## config.mk

```make
export PLATFORM = sky130hd
export DESIGN_NAME = ppu_bank_mapper
export DESIGN_NICKNAME = d
export VERILOG_FILES = /design/src/rtl/ppu_map_pkg.sv /design/src/rtl/ppu_map_regs.sv /design/src/rtl/ppu_map_route.sv /design/src/rtl/ppu_map_bank.sv /design/src/rtl/ppu_bank_mapper.sv
export SDC_FILE = /design/constraint.sdc
export NUM_CORES = 1
export LEC_CHECK = 0
export ABC_AREA = 0
export ABC_CLOCK_PERIOD_IN_PS = 8200
export CAP_MARGIN = 25
export CORE_MARGIN = 1
export CORE_UTILIZATION = 55
export CTS_BUF_LIST = sky130_fd_sc_hd__clkbuf_4 sky130_fd_sc_hd__clkbuf_8
export DETAILED_ROUTE_END_ITERATION = 10
export GPL_ROUTABILITY_DRIVEN = 0
export PLACE_DENSITY = 0.79
export RECOVER_POWER = 50
export SYNTH_ARGS = -nofsm -noshare
export SYNTH_HDL_FRONTEND = slang
export SYNTH_SLANG_ARGS = --single-unit
```

## constraint.sdc

```tcl
create_clock -name clk -period 8.2 [get_ports clk]
set_clock_uncertainty 0.1 [all_clocks]
set_input_delay 1.64 -clock clk [delete_from_list [all_inputs] [get_ports clk]]
set_output_delay 1.64 -clock clk [all_outputs]
set_load 0.02 [all_outputs]
```

## src/rtl/ppu_map_pkg.sv

```systemverilog
package ppu_map_pkg;

    parameter int BANK_W    = 8;
    parameter int NUM_BANKS = 8;
    localparam int IDX_W    = $clog2(NUM_BANKS);

    typedef enum logic [1:0] {
        MAP_1K      = 2'd0,
        MAP_2K_ALL  = 2'd1,
        MAP_SPLIT_A = 2'd2,
        MAP_SPLIT_B = 2'd3
    } bank_mode_e;

    // Decoded view of the used control bits
    typedef struct packed {
        logic       sram_en;
        logic       a10_sub;
        logic       nt_rom;
        logic       mirror_alt;
        bank_mode_e mode;
    } map_ctrl_t;

    // Which register serves the current access, and how
    typedef struct packed {
        logic             is_nt;
        logic             wide;
        logic [IDX_W-1:0] reg_idx;
    } route_t;

    function automatic map_ctrl_t decode_ctrl(input logic [7:0] raw);
        map_ctrl_t c;
        c.mode       = bank_mode_e'(raw[1:0]);
        c.mirror_alt = raw[2];
        c.nt_rom     = raw[4];
        c.a10_sub    = raw[5];
        c.sram_en    = raw[7];
        return c;
    endfunction

endpackage

```

## src/rtl/ppu_map_regs.sv

```systemverilog
module ppu_map_regs
    import ppu_map_pkg::*;
#(
    parameter logic [15:0] LO_BASE   = 16'hD000,
    parameter logic [15:0] HI_BASE   = 16'hE000,
    parameter logic [15:0] CTRL_ADDR = 16'hB003
) (
    input  logic                               clk,
    input  logic                               rst,
    input  logic                               cpu_we,
    input  logic [15:0]                        cpu_addr,
    input  logic [7:0]                         cpu_wdata,
    output logic [NUM_BANKS-1:0][BANK_W-1:0]   bank_regs,
    output logic [7:0]                         ctrl_raw
);

    localparam int GROUP = NUM_BANKS / 2;

    genvar gi;
    generate
        for (gi = 0; gi < NUM_BANKS; gi++) begin : g_bank
            localparam logic [15:0] BASE = (gi < GROUP) ? LO_BASE : HI_BASE;
            localparam logic [15:0] ADDR = BASE + 16'(gi % GROUP);
            always_ff @(posedge clk) begin
                if (rst)
                    bank_regs[gi] <= '0;
                else if (cpu_we && cpu_addr == ADDR)
                    bank_regs[gi] <= cpu_wdata[BANK_W-1:0];
            end
        end
    endgenerate

    always_ff @(posedge clk) begin
        if (rst)
            ctrl_raw <= '0;
        else if (cpu_we && cpu_addr == CTRL_ADDR)
            ctrl_raw <= cpu_wdata;
    end

    AST_CTRL_CAPTURE: assert property (@(posedge clk) disable iff (rst)
        (cpu_we && cpu_addr == CTRL_ADDR) |=> ctrl_raw == $past(cpu_wdata));

    AST_CTRL_HOLD: assert property (@(posedge clk) disable iff (rst)
        !(cpu_we && cpu_addr == CTRL_ADDR) |=> $stable(ctrl_raw));

endmodule

```

## src/rtl/ppu_map_route.sv

```systemverilog
module ppu_map_route
    import ppu_map_pkg::*;
(
    input  logic       clk,
    input  logic       rst,
    input  logic [3:0] ppu_addr_hi,
    input  map_ctrl_t  ctrl,
    output route_t     route
);

    logic [2:0] win;
    logic       in_nt;

    assign win   = ppu_addr_hi[2:0];
    assign in_nt = ppu_addr_hi[3];

    always_comb begin
        route.is_nt   = in_nt;
        route.wide    = 1'b0;
        route.reg_idx = '0;
        if (!in_nt) begin
            unique case (ctrl.mode)
                MAP_1K: begin
                    route.reg_idx = IDX_W'(win);
                end
                MAP_2K_ALL: begin
                    route.reg_idx = IDX_W'(win[2:1]);
                    route.wide    = 1'b1;
                end
                default: begin
                    if (!win[2]) begin
                        route.reg_idx = IDX_W'(win);
                    end else begin
                        route.reg_idx = IDX_W'({2'b10, win[1]});
                        route.wide    = 1'b1;
                    end
                end
            endcase
        end else begin
            // A12 is ignored here, which mirrors 0x3000 onto 0x2000
            if (ctrl.mode == MAP_2K_ALL)
                route.reg_idx = IDX_W'({1'b1, ppu_addr_hi[1:0]});
            else if (ctrl.mirror_alt)
                route.reg_idx = IDX_W'({2'b11, ppu_addr_hi[0]});
            else
                route.reg_idx = IDX_W'({2'b11, ppu_addr_hi[1]});
        end
    end

    AST_SPLIT_PATTERN_LOW: assert property (@(posedge clk) disable iff (rst)
        (!in_nt && ctrl.mode != MAP_1K) |-> route.reg_idx < IDX_W'(6));

    AST_NT_NEVER_WIDE: assert property (@(posedge clk) disable iff (rst)
        in_nt |-> !route.wide);

endmodule

```

## src/rtl/ppu_map_bank.sv

```systemverilog
module ppu_map_bank
    import ppu_map_pkg::*;
(
    input  logic                             clk,
    input  logic                             rst,
    input  logic [NUM_BANKS-1:0][BANK_W-1:0] bank_regs,
    input  route_t                           route,
    input  logic                             a10,
    input  logic                             a10_sub,
    output logic [BANK_W-1:0]                bank
);

    logic [BANK_W-1:0] base;

    assign base = bank_regs[route.reg_idx];

    always_comb begin
        if (route.wide && a10_sub)
            bank = {base[BANK_W-1:1], a10};
        else
            bank = base;
    end

    AST_HALF_FOLLOWS_A10: assert property (@(posedge clk) disable iff (rst)
        (route.wide && a10_sub) |-> bank[0] == a10);

    AST_UPPER_BITS_KEPT: assert property (@(posedge clk) disable iff (rst)
        route.wide |-> bank[BANK_W-1:1] == bank_regs[route.reg_idx][BANK_W-1:1]);

endmodule

```

## src/rtl/ppu_bank_mapper.sv

```systemverilog
module ppu_bank_mapper
    import ppu_map_pkg::*;
(
    input  logic        clk,
    input  logic        rst,
    input  logic        cpu_we,
    input  logic [15:0] cpu_addr,
    input  logic [7:0]  cpu_wdata,
    input  logic [3:0]  ppu_addr_hi,
    output logic [7:0]  bank_out,
    output logic        rom_ce_n,
    output logic        ram_ce_n,
    output logic        sram_en
);

    logic [NUM_BANKS-1:0][BANK_W-1:0] bank_regs;
    logic [7:0]                       ctrl_raw;
    map_ctrl_t                        ctrl;
    route_t                           route;
    logic                             unused_ctrl_bits;

    ppu_map_regs u_regs (
        .clk       (clk),
        .rst       (rst),
        .cpu_we    (cpu_we),
        .cpu_addr  (cpu_addr),
        .cpu_wdata (cpu_wdata),
        .bank_regs (bank_regs),
        .ctrl_raw  (ctrl_raw)
    );

    assign ctrl             = decode_ctrl(ctrl_raw);
    assign unused_ctrl_bits = ^{ctrl_raw[6], ctrl_raw[3]};

    ppu_map_route u_route (
        .clk         (clk),
        .rst         (rst),
        .ppu_addr_hi (ppu_addr_hi),
        .ctrl        (ctrl),
        .route       (route)
    );

    ppu_map_bank u_bank (
        .clk       (clk),
        .rst       (rst),
        .bank_regs (bank_regs),
        .route     (route),
        .a10       (ppu_addr_hi[0]),
        .a10_sub   (ctrl.a10_sub),
        .bank      (bank_out)
    );

    // Nametable from RAM unless the ROM source bit is set
    assign ram_ce_n = !(route.is_nt && !ctrl.nt_rom);
    assign rom_ce_n = !ram_ce_n;
    assign sram_en  = ctrl.sram_en;

    AST_ONE_ENABLE: assert property (@(posedge clk) disable iff (rst)
        $countones({rom_ce_n, ram_ce_n}) == 1);

    AST_PATTERN_FROM_ROM: assert property (@(posedge clk) disable iff (rst)
        !ppu_addr_hi[3] |-> (!rom_ce_n && ram_ce_n));

    AST_SRAM_TRACKS_WRITE: assert property (@(posedge clk) disable iff (rst)
        (cpu_we && cpu_addr == 16'hB003) |=> sram_en == $past(cpu_wdata[7]));

endmodule

```

# [After elaboration in Yosys (flattened, before gate mapping)]
# Cells that the tools add are included.
[classes] n_lt_le_gt_ge=1 eq_ne=10 muxes=11 reduce_logical=14
[op_table] cell="$eq 16x16->1 const B" count=9
[op_table] cell="$bmux 8 s3" count=1
[op_table] cell="$logic_and 1x1->1" count=11
[op_table] cell="$mux 3" count=3
[op_table] cell="$mux 8" count=1
[op_table] cell="$pmux 3 s2" count=1
[op_table] cell="$lt 3x4->1 const B" count=1
[op_table] cell="$mux 1" count=4
[op_table] cell="$eq 2x1->1 const B" count=1
[op_table] cell="$logic_not 1->1" count=2
[op_table] cell="$logic_not 2->1" count=1
[op_table] cell="$pmux 1 s2" count=1
[totals] ff_bits=72 inputBits=31 output_inout_bits=11 wordCells=45

# [Longest topological paths before layout]
[logic_depth] word_depth=6 depth_mapped=8 depth_no_buf=6

# [Hierarchy]
# Synthesis repeated with hierarchy kept, for this count alone.
[hier_totals] cells_unflattened=316 hier_area_um2=3603.5
[modules_own_cells] mod="ppu_map_regs" n_inst=1 cells_per_inst=266 area_per_inst_um2=2924.1
[modules_own_cells] mod="ppu_map_bank" n_inst=1 cells_per_inst=34 area_per_inst_um2=571.8
[modules_own_cells] mod="ppu_map_route" n_inst=1 cells_per_inst=14 area_per_inst_um2=95.1
[modules_own_cells] mod="ppu_bank_mapper" n_inst=1 cells_per_inst=2 area_per_inst_um2=12.5

# [Least setup slack after synthesis]
# OpenSTA, ideal clock, no wires.
[synth_path] path_type="input-to-output" from="in ppu_addr_hi[2]" to="out bank_out[0]" arrival_time_ns=3.444 setup_slack_ns=3.016 path_stages=8 n_path_buf=2 cell_sequence="clkbuf_1 nor3b_1 a221o_1 mux2i_4 buf_6 mux2i_1 nor3_1 o41a_1"
[synth_between] elab_chain_len=6 word_cells_on_any_way=10 cone_classes="mux: 9; reduce/logical: 1"
[synth_rtl] element="from (decl)" line_no="ppu_bank_mapper.sv:9" text="input logic [3:0] ppu_addr_hi,"
[synth_rtl] element="$mux 3" line_no="ppu_map_route.sv:31" text="if (!win[2]) begin"
[synth_rtl] element="$pmux 3 s2" line_no="ppu_map_route.sv:22" text="unique case (ctrl.mode)"
[synth_rtl] element="$mux 3" line_no="ppu_map_route.sv:21" text="if (!in_nt) begin"
[synth_rtl] element="$bmux 8 s3" line_no="ppu_map_bank.sv:15" text="assign base = bank_regs[route.reg_idx];"
[synth_rtl] element="$mux 8 (not written as such)" line_no="ppu_map_bank.sv:15"
[synth_rtl] element="$mux 1 (*)" line_no="ppu_map_bank.sv:18" text="if (route.wide && a10_sub)"
[synth_rtl] element="to (decl)" line_no="ppu_bank_mapper.sv:10" text="output logic [7:0] bank_out,"
# Mark *: on every way between the ends. The rest lies on a longest branch, timed or not. The select of a mux whose other input is x is not followed.

# [Worst setup path after layout]
[layout_path] from="in ppu_addr_hi[3]" to="out bank_out[0]"
[layout_between] elab_chain_len=4 word_cells_on_any_way=6 cone_classes="mux: 5; reduce/logical: 1"
[layout_rtl] element="$mux 3" line_no="ppu_map_route.sv:21"
[layout_rtl] element="$bmux 8 s3" line_no="ppu_map_bank.sv:15"
[layout_rtl] element="$mux 8 (not written as such)" line_no="ppu_map_bank.sv:15"
[layout_rtl] element="$mux 1 (*)" line_no="ppu_map_bank.sv:18"
# Marks and branches as above.

==> results.cfg <==
[status]
run_status = complete, but fails checks
failed_checks = max-capacitance violations, max-slew violations

[timing]
rsz0062_at_grt = no
layout_worst_path_cycle_share = 0.806
hold_viol_final = 0
timing.final.setup_violations = 0
tightest_slew_ps = 1820
min_period_ps = 6610
fmax_mhz = 151
final_sum_of_negative_setup_slack_ps = 0
timing.final.max_slew_violations = 7
max-slew-margin-rel = -0.232

[setup_path]
worst_setup_path_end_kind = output pin
worst-endpoint-arrival_ps = 4870
r2r_setup_slack_ps = 7370
timing.critical_path.from_type = primary input
worstPathMaxFanout = 32
worst_ep_required_time_ps = 6460
criticalPathCategory = in -> out

[grt]
met1_usage = 0.325
grt_overflow = 0
use_met2 = 0.479
gr-usage-all-layers = 0.273
antenna_found_initial = 0
global_route_wire_length_before_repair_mm = 12.9
grt_start_max_net_pins = 71
global_route.usage.met3 = 0.0480
via_count_of_the_first_global_routing_pass = 2699
top_usage_layer = met2

[synthesis]
synth_edf_count = 0
ys_seq_area_frac = 0.423
total_of_warnings_raised_by_yosys = 0
synth.net_count = 402
ys_seq_elements = 70
dominantRegCellSynth = sky130_fd_sc_hd__dfxtp_1
yosys.area.top_type = sky130_fd_sc_hd__dfxtp_1
yosys.area.top_type_share = 0.423
synth_cells = 371
synth.top_cells.by_area = sky130_fd_sc_hd__dfxtp_1, sky130_fd_sc_hd__mux2i_1, sky130_fd_sc_hd__nand2_1, sky130_fd_sc_hd__a21oi_1, sky130_fd_sc_hd__nor2_1
synthesis.area_per_instance_sq_um = 8.93
mappedNetlistArea_sq_mm = 0.00331
synth.distinct_cells = 34
async_flop_share = 0

[clocking]
cts_hold_repair.buffers = 0
cts-resized-gates = 0
tritoncts.num_buffers = 9
root_buffer = sky130_fd_sc_hd__clkbuf_8
max-clock-path-buffers = 2
cts_htree_levels = 3
clock_sink_count = 70
worstSkewPairLatency_ps = 340
clk_pin_slew_worst_paths_ps = 70
cts_tree = done
cts_post_setup_buffers_inserted = 0

[floorplanning]
coreArea_sq_mm = 0.00564
initial_core_util = 0.587
chipHeight_um = 79.6
pin_count = 42
core.rowCount = 27
die_area_sq_mm = 0.00634
die_x_um = 79.6

[finish]
antenna-diode-count = 0
area_growth_pct = 18.7
final_design_area_no_fill_sq_mm = 0.00393
final_layout_size_suffix_gt1_frac = 0.0835
finalNetCount = 433
layout.core_utilization = 0.697

[job]
maxCapViolations = 1

[pwr]
pwr_density_cell_mw_per_mm2 = 177
power_leakage_nw = 1.38
irDropWorstVdd_mv = 0.167

[placed_design]
postPlaceCellArea_sq_mm = 0.00372
place_hpwl_mm = 5.06
port-buffer-count = 41

[detailed_routing]
drt-pass1-iter-count = 4
remaining_drc_errors = 0
route.vias.total = 2703
antenna_violating_nets_post_route = 0
wire_length_after_detailed_routing_mm = 7.87
route.detailed.wl_per_inst_um = 16.4
via_per_inst = 5.64
number_of_drc_markers_after_the_initial_detailed_route_iteration = 125

[hold_path]
min-delay-path-class = reg -> reg
[kinds of logic (layout without fill, tap and decap cells)]
logic type / count (synthesis) / after routing / share of synthesized area
flops: 70 / 70 / 0.423
mux: 80 / 80 / 0.273
buf+inv: 37 / 73 / 0.0487
compound gates: 45 / 45 / 0.0748
simple gates: 138 / 138 / 0.178
xor+xnor: 1 / 1 / 0.00264
[routing by layer]
layer  vias up  wire length [um]
li1       1320                 -
met1      1288              3300
met2        79              3970
met3        16               480
met4         0               121
met5         -                 0
[power by group]
| group | switching (mW) | internal, mW | leakage (nW) |
|---|---|---|---|
| registers | 0.00000153 | 0.340 | 0.563 |
| clock network | 0.129 | 0.177 | 0.112 |
| logic | 0.0271 | 0.0241 | 0.707 |
| total | 0.156 | 0.541 | 1.38 |
[Yosys cell counts (2+ instances only)]
| master | count |
|---|---|
| sky130_fd_sc_hd__buf_1 | 10 |
| sky130_fd_sc_hd__buf_6 | 3 |
| sky130_fd_sc_hd__nor3_1 | 4 |
| sky130_fd_sc_hd__mux2i_1 | 70 |
| sky130_fd_sc_hd__o22ai_1 | 2 |
| sky130_fd_sc_hd__or3_1 | 2 |
| sky130_fd_sc_hd__mux4_2 | 7 |
| sky130_fd_sc_hd__nand3_1 | 2 |
| sky130_fd_sc_hd__mux2_2 | 2 |
| sky130_fd_sc_hd__clkbuf_1 | 13 |
| sky130_fd_sc_hd__inv_1 | 9 |
| sky130_fd_sc_hd__a21oi_1 | 35 |
| sky130_fd_sc_hd__or2_1 | 2 |
| sky130_fd_sc_hd__a31oi_1 | 2 |
| sky130_fd_sc_hd__nand2b_1 | 4 |
| sky130_fd_sc_hd__dfxtp_1 | 70 |
| sky130_fd_sc_hd__nor2_2 | 4 |
| sky130_fd_sc_hd__inv_2 | 2 |
| sky130_fd_sc_hd__nor2_1 | 43 |
| sky130_fd_sc_hd__nand2_1 | 70 |
| sky130_fd_sc_hd__o21ai_0 | 2 |
[path summary, 6_finish.rpt]
kind                                                         from                           endpoint  depth (start not counted)
worst min-delay path            u_regs.bank_regs[27]$_SDFFE_PP0P_  u_regs.bank_regs[27]$_SDFFE_PP0P_                          2
worst max-delay path                               ppu_addr_hi[3]                        bank_out[0]                          9
worst min register to register  u_regs.bank_regs[27]$_SDFFE_PP0P_  u_regs.bank_regs[27]$_SDFFE_PP0P_                          2
worst max register to register    u_regs.ctrl_raw[1]$_SDFFE_PP0P_    u_regs.ctrl_raw[1]$_SDFFE_PP0P_                          2
[per-stage QoR]
stage	worst slack, ps	instances	hold slack, ps	total power, mW
after floorplan	3020	371	331	0.379
after global placement	1710	461	338	0.398
after detailed placement	1640	463	345	0.399
after CTS	1610	479	355	0.699
after global routing	1270	479	377	0.716
final	1590	479	356	0.697
[critical path, stage by stage]
cell                              delay, ps
sky130_fd_sc_hd__clkdlybuf4s50_1        620
sky130_fd_sc_hd__xnor2_1                220
sky130_fd_sc_hd__a221o_1                350
sky130_fd_sc_hd__mux2i_4                170
sky130_fd_sc_hd__buf_4                  490
sky130_fd_sc_hd__mux2i_1                170
sky130_fd_sc_hd__a2111oi_0              420
sky130_fd_sc_hd__o41a_1                 200
sky130_fd_sc_hd__clkdlybuf4s50_1        590
[area by class of cell]
cell class                 count  area (sq um)
clock buffer                  14           186
clock inverter                 2          37.5
fill                         453          1710
inverter                      11          41.3
multi-input combinational    264          1730
sequential                    70          1400
tap                           72          90.1
timing repair buffer          46           440
[state kept, by name, summed over array words and instances, names as in the netlist]
name,count
u_regs.bank_regs,64
u_regs.ctrl_raw,6
[cells in the final DEF, fill, tap and decap left out, types with 4 or more instances in the layout]
cell type,instances
sky130_fd_sc_hd__a21oi_1,35
sky130_fd_sc_hd__buf_4,4
sky130_fd_sc_hd__clkbuf_8,13
sky130_fd_sc_hd__clkdlybuf4s50_1,38
sky130_fd_sc_hd__dfxtp_1,70
sky130_fd_sc_hd__inv_1,9
sky130_fd_sc_hd__mux2i_1,70
sky130_fd_sc_hd__mux4_2,7
sky130_fd_sc_hd__nand2_1,70
sky130_fd_sc_hd__nand2b_1,4
sky130_fd_sc_hd__nor2_1,47
sky130_fd_sc_hd__nor3_1,4
(Power assumes the default switching activity.)
